**src/rtl/spi_cmd_pkg.sv**
```systemverilog
package spi_cmd_pkg;
  localparam int BYTE_W = 8;

  localparam logic [BYTE_W-1:0] OP_REG_WR   = 8'h20;
  localparam logic [BYTE_W-1:0] OP_REG_RD   = 8'h21;
  localparam logic [BYTE_W-1:0] OP_ORDER    = 8'h18;
  localparam logic [BYTE_W-1:0] OP_REV      = 8'h40;
  localparam logic [BYTE_W-1:0] ORDER_MSB   = 8'h81;
  localparam logic [BYTE_W-1:0] ORDER_LSB   = 8'h42;
  localparam logic [BYTE_W-1:0] IDLE_BYTE   = 8'h00;

  typedef enum logic [3:0] {
    PS_OPCODE,
    PS_WR_ADDR,
    PS_WR_DATA,
    PS_RD_ADDR,
    PS_RD_TURN,
    PS_ORDER,
    PS_REV_TURN,
    PS_REV_LOW,
    PS_FORWARD,
    PS_DRAIN
  } parse_state_t;

  // Reverse bit order of one byte.
  function automatic logic [BYTE_W-1:0] flip8(input logic [BYTE_W-1:0] b);
    logic [BYTE_W-1:0] r;
    for (int i = 0; i < BYTE_W; i++) r[i] = b[BYTE_W-1-i];
    return r;
  endfunction

  // Bit transmitted in slot idx of a byte for the given order.
  function automatic logic pick_bit(input logic [BYTE_W-1:0] b,
                                    input logic [2:0] idx,
                                    input logic msb);
    return msb ? b[3'd7 - idx] : b[idx];
  endfunction

  // Turn the arrival-ordered shift contents into the byte value.
  function automatic logic [BYTE_W-1:0] arrange(input logic [BYTE_W-1:0] arrival,
                                                input logic msb);
    return msb ? arrival : flip8(arrival);
  endfunction

  // Opcodes handed to the serial bus transaction engine.
  function automatic logic is_xfer_op(input logic [BYTE_W-1:0] op);
    case (op)
      8'h00, 8'h01, 8'h02, 8'h03, 8'h06, 8'h09: return 1'b1;
      default:                                  return 1'b0;
    endcase
  endfunction

  // Order setting after an order-select byte.
  function automatic logic next_order(input logic [BYTE_W-1:0] v, input logic cur);
    if (v == ORDER_MSB) return 1'b1;
    if (v == ORDER_LSB) return 1'b0;
    return cur;
  endfunction
endpackage

```
**src/rtl/spi_bit_engine.sv**
```systemverilog
module spi_bit_engine
  import spi_cmd_pkg::*;
#(
  parameter int SYNC_STAGES = 2
) (
  input  logic              clk,
  input  logic              rst_n,
  input  logic              sclk,
  input  logic              mosi,
  input  logic              cs_n,
  input  logic              msb_first,
  input  logic              tx_load,
  input  logic [BYTE_W-1:0] tx_byte,
  output logic              cs_active,
  output logic              cs_end,
  output logic              sclk_rise,
  output logic              byte_valid,
  output logic [BYTE_W-1:0] rx_byte,
  output logic              miso,
  output logic              miso_oe
);
  localparam int TOP = SYNC_STAGES - 1;

  logic [SYNC_STAGES-1:0] sclk_s, mosi_s, cs_s;
  logic                   sclk_d, cs_act_d;
  logic [2:0]             bit_cnt;
  logic [BYTE_W-1:0]      rx_sh, tx_q, arrival;
  logic                   miso_q, sclk_fall;

  always_ff @(posedge clk or negedge rst_n) begin
    if (!rst_n) begin
      sclk_s <= '1;
      cs_s   <= '1;
      mosi_s <= '0;
    end else begin
      sclk_s <= {sclk_s[TOP-1:0], sclk};
      cs_s   <= {cs_s[TOP-1:0], cs_n};
      mosi_s <= {mosi_s[TOP-1:0], mosi};
    end
  end

  assign cs_active = ~cs_s[TOP];
  assign cs_end    = cs_act_d & ~cs_active;
  assign sclk_rise = cs_active & sclk_s[TOP] & ~sclk_d;
  assign sclk_fall = cs_active & ~sclk_s[TOP] & sclk_d;
  assign arrival   = {rx_sh[BYTE_W-2:0], mosi_s[TOP]};

  always_ff @(posedge clk or negedge rst_n) begin
    if (!rst_n) begin
      sclk_d     <= 1'b1;
      cs_act_d   <= 1'b0;
      bit_cnt    <= '0;
      rx_sh      <= '0;
      rx_byte    <= '0;
      byte_valid <= 1'b0;
      tx_q       <= '0;
      miso_q     <= 1'b0;
    end else begin
      sclk_d     <= sclk_s[TOP];
      cs_act_d   <= cs_active;
      byte_valid <= 1'b0;
      if (!cs_active) begin
        bit_cnt <= '0;
        rx_sh   <= '0;
        tx_q    <= '0;
        miso_q  <= 1'b0;
      end else begin
        if (tx_load) tx_q <= tx_byte;
        if (sclk_rise) begin
          rx_sh   <= arrival;
          bit_cnt <= bit_cnt + 3'd1;
          if (bit_cnt == 3'd7) begin
            byte_valid <= 1'b1;
            rx_byte    <= arrange(arrival, msb_first);
          end
        end else if (sclk_fall) begin
          miso_q <= pick_bit(tx_q, bit_cnt, msb_first);
        end
      end
    end
  end

  assign miso_oe = cs_active;
  assign miso    = miso_q & cs_active;
endmodule

```
**src/rtl/spi_cmd_parser.sv**
```systemverilog
module spi_cmd_parser
  import spi_cmd_pkg::*;
#(
  parameter logic [BYTE_W-1:0] REV_HI = 8'h02,
  parameter logic [BYTE_W-1:0] REV_LO = 8'h17
) (
  input  logic              clk,
  input  logic              rst_n,
  input  logic              byte_valid,
  input  logic [BYTE_W-1:0] rx_byte,
  input  logic              cs_end,
  input  logic [BYTE_W-1:0] rd_data,
  output logic [BYTE_W-1:0] rd_addr,
  output logic              wr_en,
  output logic [BYTE_W-1:0] wr_addr,
  output logic [BYTE_W-1:0] wr_data,
  output logic              msb_first,
  output logic              tx_load,
  output logic [BYTE_W-1:0] tx_byte,
  output logic              fwd_valid,
  output logic [BYTE_W-1:0] fwd_data,
  output logic              fwd_sof,
  output logic              fwd_eof
);
  parse_state_t      state;
  logic [BYTE_W-1:0] addr_q;

  assign rd_addr = addr_q;

  always_ff @(posedge clk or negedge rst_n) begin
    if (!rst_n) begin
      state     <= PS_OPCODE;
      addr_q    <= '0;
      msb_first <= 1'b1;
      wr_en     <= 1'b0;
      wr_addr   <= '0;
      wr_data   <= '0;
      tx_load   <= 1'b0;
      tx_byte   <= '0;
      fwd_valid <= 1'b0;
      fwd_data  <= '0;
      fwd_sof   <= 1'b0;
      fwd_eof   <= 1'b0;
    end else begin
      wr_en     <= 1'b0;
      tx_load   <= 1'b0;
      fwd_valid <= 1'b0;
      fwd_sof   <= 1'b0;
      fwd_eof   <= 1'b0;
      if (cs_end) begin
        fwd_eof <= (state == PS_FORWARD);
        state   <= PS_OPCODE;
      end else if (byte_valid) begin
        tx_load <= 1'b1;
        tx_byte <= IDLE_BYTE;
        case (state)
          PS_OPCODE: begin
            if (rx_byte == OP_REG_WR)      state <= PS_WR_ADDR;
            else if (rx_byte == OP_REG_RD) state <= PS_RD_ADDR;
            else if (rx_byte == OP_ORDER)  state <= PS_ORDER;
            else if (rx_byte == OP_REV)    state <= PS_REV_TURN;
            else if (is_xfer_op(rx_byte)) begin
              state     <= PS_FORWARD;
              fwd_valid <= 1'b1;
              fwd_sof   <= 1'b1;
              fwd_data  <= rx_byte;
            end else begin
              state <= PS_DRAIN;
            end
          end
          PS_WR_ADDR: begin
            addr_q <= rx_byte;
            state  <= PS_WR_DATA;
          end
          PS_WR_DATA: begin
            wr_en   <= 1'b1;
            wr_addr <= addr_q;
            wr_data <= rx_byte;
            state   <= PS_DRAIN;
          end
          PS_RD_ADDR: begin
            addr_q <= rx_byte;
            state  <= PS_RD_TURN;
          end
          PS_RD_TURN: begin
            tx_byte <= rd_data;
            state   <= PS_DRAIN;
          end
          PS_ORDER: begin
            msb_first <= next_order(rx_byte, msb_first);
            state     <= PS_DRAIN;
          end
          PS_REV_TURN: begin
            tx_byte <= REV_HI;
            state   <= PS_REV_LOW;
          end
          PS_REV_LOW: begin
            tx_byte <= REV_LO;
            state   <= PS_DRAIN;
          end
          PS_FORWARD: begin
            fwd_valid <= 1'b1;
            fwd_data  <= rx_byte;
          end
          default: state <= PS_DRAIN;
        endcase
      end
    end
  end
endmodule

```
**src/rtl/spi_reg_bank.sv**
```systemverilog
module spi_reg_bank
  import spi_cmd_pkg::*;
#(
  parameter int                NREG        = 10,
  parameter int                CLKDIV_ADDR = 2,
  parameter logic [BYTE_W-1:0] CLKDIV_RST  = 8'hA0
) (
  input  logic                   clk,
  input  logic                   rst_n,
  input  logic                   spi_wr_en,
  input  logic [BYTE_W-1:0]      spi_wr_addr,
  input  logic [BYTE_W-1:0]      spi_wr_data,
  input  logic                   cli_wr_en,
  input  logic [BYTE_W-1:0]      cli_wr_addr,
  input  logic [BYTE_W-1:0]      cli_wr_data,
  input  logic [BYTE_W-1:0]      rd_addr,
  output logic [BYTE_W-1:0]      rd_data,
  output logic [NREG*BYTE_W-1:0] regs_flat
);
  localparam int IDX_W = (NREG > 1) ? $clog2(NREG) : 1;

  function automatic logic [BYTE_W-1:0] reset_value(input int idx);
    return (idx == CLKDIV_ADDR) ? CLKDIV_RST : 8'h00;
  endfunction

  logic [BYTE_W-1:0] regs_arr [NREG];

  for (genvar g = 0; g < NREG; g++) begin : g_reg
    logic [BYTE_W-1:0] val;
    always_ff @(posedge clk or negedge rst_n) begin
      if (!rst_n)                                      val <= reset_value(g);
      else if (spi_wr_en && spi_wr_addr == BYTE_W'(g)) val <= spi_wr_data;
      else if (cli_wr_en && cli_wr_addr == BYTE_W'(g)) val <= cli_wr_data;
    end
    assign regs_arr[g]                  = val;
    assign regs_flat[g*BYTE_W +: BYTE_W] = val;
  end

  always_comb begin
    rd_data = 8'h00;
    if (32'(rd_addr) < NREG) rd_data = regs_arr[rd_addr[IDX_W-1:0]];
  end
endmodule

```
**src/rtl/spi_cmd_slave.sv**
```systemverilog
module spi_cmd_slave
  import spi_cmd_pkg::*;
#(
  parameter int                NREG        = 10,
  parameter int                SYNC_STAGES = 2,
  parameter int                CLKDIV_ADDR = 2,
  parameter logic [BYTE_W-1:0] CLKDIV_RST  = 8'hA0,
  parameter logic [BYTE_W-1:0] REV_HI      = 8'h02,
  parameter logic [BYTE_W-1:0] REV_LO      = 8'h17
) (
  input  logic                   clk,
  input  logic                   rst_n,
  input  logic                   sclk,
  input  logic                   mosi,
  input  logic                   cs_n,
  output logic                   miso,
  output logic                   miso_oe,
  input  logic                   cli_wr_en,
  input  logic [7:0]             cli_wr_addr,
  input  logic [7:0]             cli_wr_data,
  output logic [NREG*BYTE_W-1:0] cfg_regs,
  output logic                   fwd_valid,
  output logic [7:0]             fwd_data,
  output logic                   fwd_sof,
  output logic                   fwd_eof
);
  logic              cs_active, cs_end, sclk_rise, byte_valid, msb_first;
  logic              tx_load, spi_wr_en;
  logic [BYTE_W-1:0] rx_byte, tx_byte, rd_addr, rd_data, spi_wr_addr, spi_wr_data;

  spi_bit_engine #(.SYNC_STAGES(SYNC_STAGES)) u_bits (
    .clk(clk), .rst_n(rst_n), .sclk(sclk), .mosi(mosi), .cs_n(cs_n),
    .msb_first(msb_first), .tx_load(tx_load), .tx_byte(tx_byte),
    .cs_active(cs_active), .cs_end(cs_end), .sclk_rise(sclk_rise),
    .byte_valid(byte_valid), .rx_byte(rx_byte), .miso(miso), .miso_oe(miso_oe)
  );

  spi_cmd_parser #(.REV_HI(REV_HI), .REV_LO(REV_LO)) u_parse (
    .clk(clk), .rst_n(rst_n), .byte_valid(byte_valid), .rx_byte(rx_byte),
    .cs_end(cs_end), .rd_data(rd_data), .rd_addr(rd_addr),
    .wr_en(spi_wr_en), .wr_addr(spi_wr_addr), .wr_data(spi_wr_data),
    .msb_first(msb_first), .tx_load(tx_load), .tx_byte(tx_byte),
    .fwd_valid(fwd_valid), .fwd_data(fwd_data), .fwd_sof(fwd_sof), .fwd_eof(fwd_eof)
  );

  spi_reg_bank #(.NREG(NREG), .CLKDIV_ADDR(CLKDIV_ADDR), .CLKDIV_RST(CLKDIV_RST)) u_regs (
    .clk(clk), .rst_n(rst_n),
    .spi_wr_en(spi_wr_en), .spi_wr_addr(spi_wr_addr), .spi_wr_data(spi_wr_data),
    .cli_wr_en(cli_wr_en), .cli_wr_addr(cli_wr_addr), .cli_wr_data(cli_wr_data),
    .rd_addr(rd_addr), .rd_data(rd_data), .regs_flat(cfg_regs)
  );
endmodule

```
**config.mk**
```make
export PLATFORM = sky130hd
export DESIGN_NAME = spi_cmd_slave
export DESIGN_NICKNAME = d
export VERILOG_FILES = /design/src/rtl/spi_cmd_pkg.sv /design/src/rtl/spi_bit_engine.sv /design/src/rtl/spi_cmd_parser.sv /design/src/rtl/spi_reg_bank.sv /design/src/rtl/spi_cmd_slave.sv
export SDC_FILE = /design/constraint.sdc
export NUM_CORES = 1
export LEC_CHECK = 0
export BUFFER_PORTS_ARGS = -buffer_cell sky130_fd_sc_hd__buf_4
export CORE_ASPECT_RATIO = 1.75
export CORE_MARGIN = 10
export CORE_UTILIZATION = 50
export DETAILED_ROUTE_END_ITERATION = 12
export GPL_TIMING_DRIVEN = 0
export PLACE_DENSITY = 0.83
export REMOVE_ABC_BUFFERS = 1
export SLEW_MARGIN = 15
export SYNTH_ARGS = -nofsm -noshare
export SYNTH_HDL_FRONTEND = slang
export SYNTH_SLANG_ARGS = --single-unit
```
**constraint.sdc**
```tcl
create_clock -name clk -period 2.3 [get_ports clk]
set_input_delay 0.345 -clock clk [delete_from_list [all_inputs] [get_ports clk]]
set_output_delay 0.345 -clock clk [all_outputs]
set_load 0.005 [all_outputs]
```
==> qor.csv <==
stage;metric;value;unit
run_status;status;complete, no violations;
floorplanning;Row Count;62;
timing;Final setup viols;0;
routing;vias after detailed routing;6628;
timing;FMAX;459;MHz
pwr;worst ir drop on vdd;526;uV
timing;clock skew;0.00678;ns
final_layout;Final Core Density;60.6;%
final_layout;most frequent cells in the layout;dfrtp_1 (157), buf_4 (116), mux2i_1 (101);
final_layout;commonest non-fill, non-tap cell in the layout;dfrtp_1;
final_layout;fin cells;1069;
clock_network;H-tree depth;4;
floorplanning;Std-Cell Core Area;16300;um2
timing;PnR worst setup slack;0.122;ns
pwr;PD cells;653;nW/um2
pwr;Leakage;4.24;nW
timing;crit path time final;2.18;ns
placement;RePlAce Congestion;0.857;
yosys;Avg Cell Area, Syn;10.5;um2
timing;Worst slew margin;28.3;%
final_layout;fin nets;888;
yosys;Async SR Flop Fraction;100;%
routing;Met2 Wirelength;12900;um
yosys;dominant synthesized flop cell;dfrtp_1;
clock_network;Root Buffer;clkbuf_16;
global_routing;GRT Total Usage;21.3;%
floorplanning;Die Y;190;um
routing;Wirelength per Cell;22.1;um
yosys;dominant cell type by area after synthesis;dfrtp_1;
final_layout;ANT cells;0;
yosys;post-synthesis sequential area ratio;50.4;%
timing;final worst path period share;94.7;%
yosys;number of synthesized flops with an enable pin;0;
placement;dpl cells;1033;
routing;Pre-antenna DRT Iters;9;
timing;count of final max-slew check failures;0;
yosys;Synth area leaders;dfrtp_1 (48%), mux2i_1 (12%), mux2_2 (4.9%);
critical_path;crit-path max FO;16;
final_layout;layout cells sized above 1;26.6;%
yosys;Cell variety after synth;60;
clock_network;CTS Buffer Depth;2;
clock_network;TritonCTS buffer count;17;
routing;DR DRC count;0;
routing;top sig layer;met4;
routing;initial drt markers;567;
yosys;register bit total from synthesis;166;
floorplanning;initial core utilization;50.7;%
global_routing;first-pass GRT wire length;36800;um
clock_network;TritonCTS clock tree;yes;
yosys;top cell type's share of synthesized area;47.9;%
clock_network;Skew-Pair Late Insertion Delay;0.42;ns
clock_network;clock sinks;166;
routing;final wirelength;23600;um
flow_run;max cap viols;0;
worst_hold_path;Hold Path Class;in2reg;
global_routing;vias in the first global route;6772;
critical_path;CP required;2.60;ns
final_layout;Syn-to-layout area delta;19.5;%
global_routing;initial antenna violation count;0;
placement;port bufs;114;
critical_path;Arr. time, crit path;2.48;ns
yosys;Ys Warns;0;
floorplanning;die area;22300;um2
routing;Routed Antenna Nets;0;
global_routing;largest net degree at the start of global routing;91;
timing;RSZ-0062 raised after global routing;false;
global_routing;global route overflow;0;
yosys;Syn Inst Count;784;
placement;dpl ws;-0.431;ns
critical_path;kind of critical path;reg2reg;
routing;routed length on met1;8230;um
placement;hpwl dp;16700;um
routing;Met3 Wirelength;1470;um
critical_path;startpoint types;register;
timing;Least-Margin Pin Slew;1.07;ns
yosys;Netlist Area Pre-Place;8260;um2
timing;Final Hold Viols;0;
critical_path;CP endpoint kind;register;
clock_network;CTS clk-pin slew, worst paths;0.06;ns
routing;DR vias/cell;6.20;
floorplanning;I/O Pins;115;
floorplanning;die width;117;um
synth_stat cells, types with 2 or more instances:
| cell type | n |
|---|---|
| nor3_1 | 10 |
| nor4_1 | 4 |
| or3_1 | 2 |
| and3_1 | 3 |
| nor2_1 | 85 |
| o211ai_1 | 2 |
| mux2i_1 | 101 |
| nor2_2 | 2 |
| dfrtp_1 | 158 |
| nand2_1 | 90 |
| o2111ai_1 | 2 |
| nand2b_1 | 6 |
| a31oi_1 | 9 |
| a21oi_1 | 62 |
| nand3b_1 | 2 |
| xnor2_1 | 2 |
| clkbuf_1 | 37 |
| nand4_1 | 5 |
| nor3_2 | 2 |
| a2111oi_0 | 3 |
| inv_1 | 11 |
| mux2_2 | 36 |
| dfstp_2 | 8 |
| nor3b_1 | 2 |
| a221oi_1 | 3 |
| o21ai_0 | 48 |
| a22oi_1 | 2 |
| buf_1 | 13 |
| buf_6 | 4 |
| nor4b_1 | 2 |
| buf_2 | 6 |
| ha_1 | 2 |
| mux4_2 | 18 |
| nand3_1 | 4 |
| nor2b_1 | 11 |
| and2_1 | 3 |
layer usage:
layer / track usage (%) / vias to the layer above
met1: 22.8 / 3302
met4: 10.7 / 0
li1: - / 2917
met5: 0 / -
met3: 3.94 / 76
met2: 38.4 / 333
critical path: stages, from the launching register on:
cell and delay (ns):
dfrtp_1 0.38, or4_4 0.60, or3_4 0.39, or3_4 0.49, nor2_1 0.14, a21oi_1 0.06
cell type report:
| type | count | area, um2 |
|---|---|---|
| Timing Repair Buffer | 122 | 970 |
| Fill cell | 1279 | 6420 |
| Clock buffer | 21 | 460 |
| Inverter | 12 | 45.0 |
| Clock inverter | 11 | 149 |
| Tap cell | 192 | 240 |
| Multi-Input combinational cell | 545 | 3840 |
| Sequential cell | 166 | 4170 |
flip-flops by register name, indices dropped and copies added (netlist names), 2 cells and up:
name,flops
u_regs.g.val,80
u_bits.rx_byte,8
u_bits.tx_q,8
u_parse.fwd_data,8
u_parse.rd_addr,8
u_parse.tx_byte,8
u_parse.wr_addr,8
u_parse.wr_data,8
u_bits.rx_sh,7
u_parse.state,4
u_bits.bit_cnt,3
u_bits.cs_s,2
u_bits.mosi_s,2
u_bits.sclk_s,2
logic make-up (layout without fill, tap and decap cells):
group | after synthesis | in the layout | share of synthesized area [%]
buffers and inverters | 73 | 166 | 3.79
multiplexers | 155 | 155 | 22.1
AO/OA/AOI/OAI | 144 | 144 | 9.90
AND/OR/NAND/NOR | 242 | 242 | 13.3
flip-flops | 166 | 166 | 50.4
XOR/XNOR | 2 | 2 | 0.212
adder cells (fa/ha/maj) | 2 | 2 | 0.303
what timing repair did:
| action | in CTS | in global routing |
|---|---|---|
| buffers inserted | 2 | 1 |
| pin swaps | 2 | 0 |
| endpoints found under the setup margin | 63 | 14 |
| hold buffers | 1 | 0 |
| hold endpoints to repair | 70 | 0 |
| gates resized for setup | 7 | 2 |
worst paths after layout:
| path | slack [ns] | endpoint | from | cells past startpoint |
|---|---|---|---|---|
| worst max-delay path | 0.12 | u_regs.g_reg[3].val[7] | u_parse.wr_addr[5] | 5 |
| worst min-delay path | 0.03 | u_bits.sclk_s[0] | sclk | 1 |
| worst max register to register | 0.12 | u_regs.g_reg[3].val[7] | u_parse.wr_addr[5] | 5 |
| worst min register to register | 0.36 | u_bits.mosi_s[1] | u_bits.mosi_s[0] | 0 |
| max in group asynchronous | 0.93 | u_parse.msb_first | rst_n | 3 |
| min in group asynchronous | 0.49 | u_regs.g_reg[4].val[5] | rst_n | 2 |
through the flow:
step	total power [W]	instance area [um2]	hold slack [ns]	setup TNS (ns)
after CTS	0.00644	9840	0.0170	0
after detailed placement	0.00354	9180	0.336	-15.85
after floorplan	0.00324	7990	0.0494	-0.611
after global routing	0.00661	9870	0.0125	0
final	0.00644	9870	0.0261	0
after global placement	0.00352	9090	0.346	-25.90
power by group:
part	internal, W	total [W]	switching, W
clock network	0.00177	0.00295	0.00118
registers	0.00301	0.00309	0.0000858
logic	0.000196	0.000398	0.000202
Note: power is estimated with default switching activity, not from simulation.
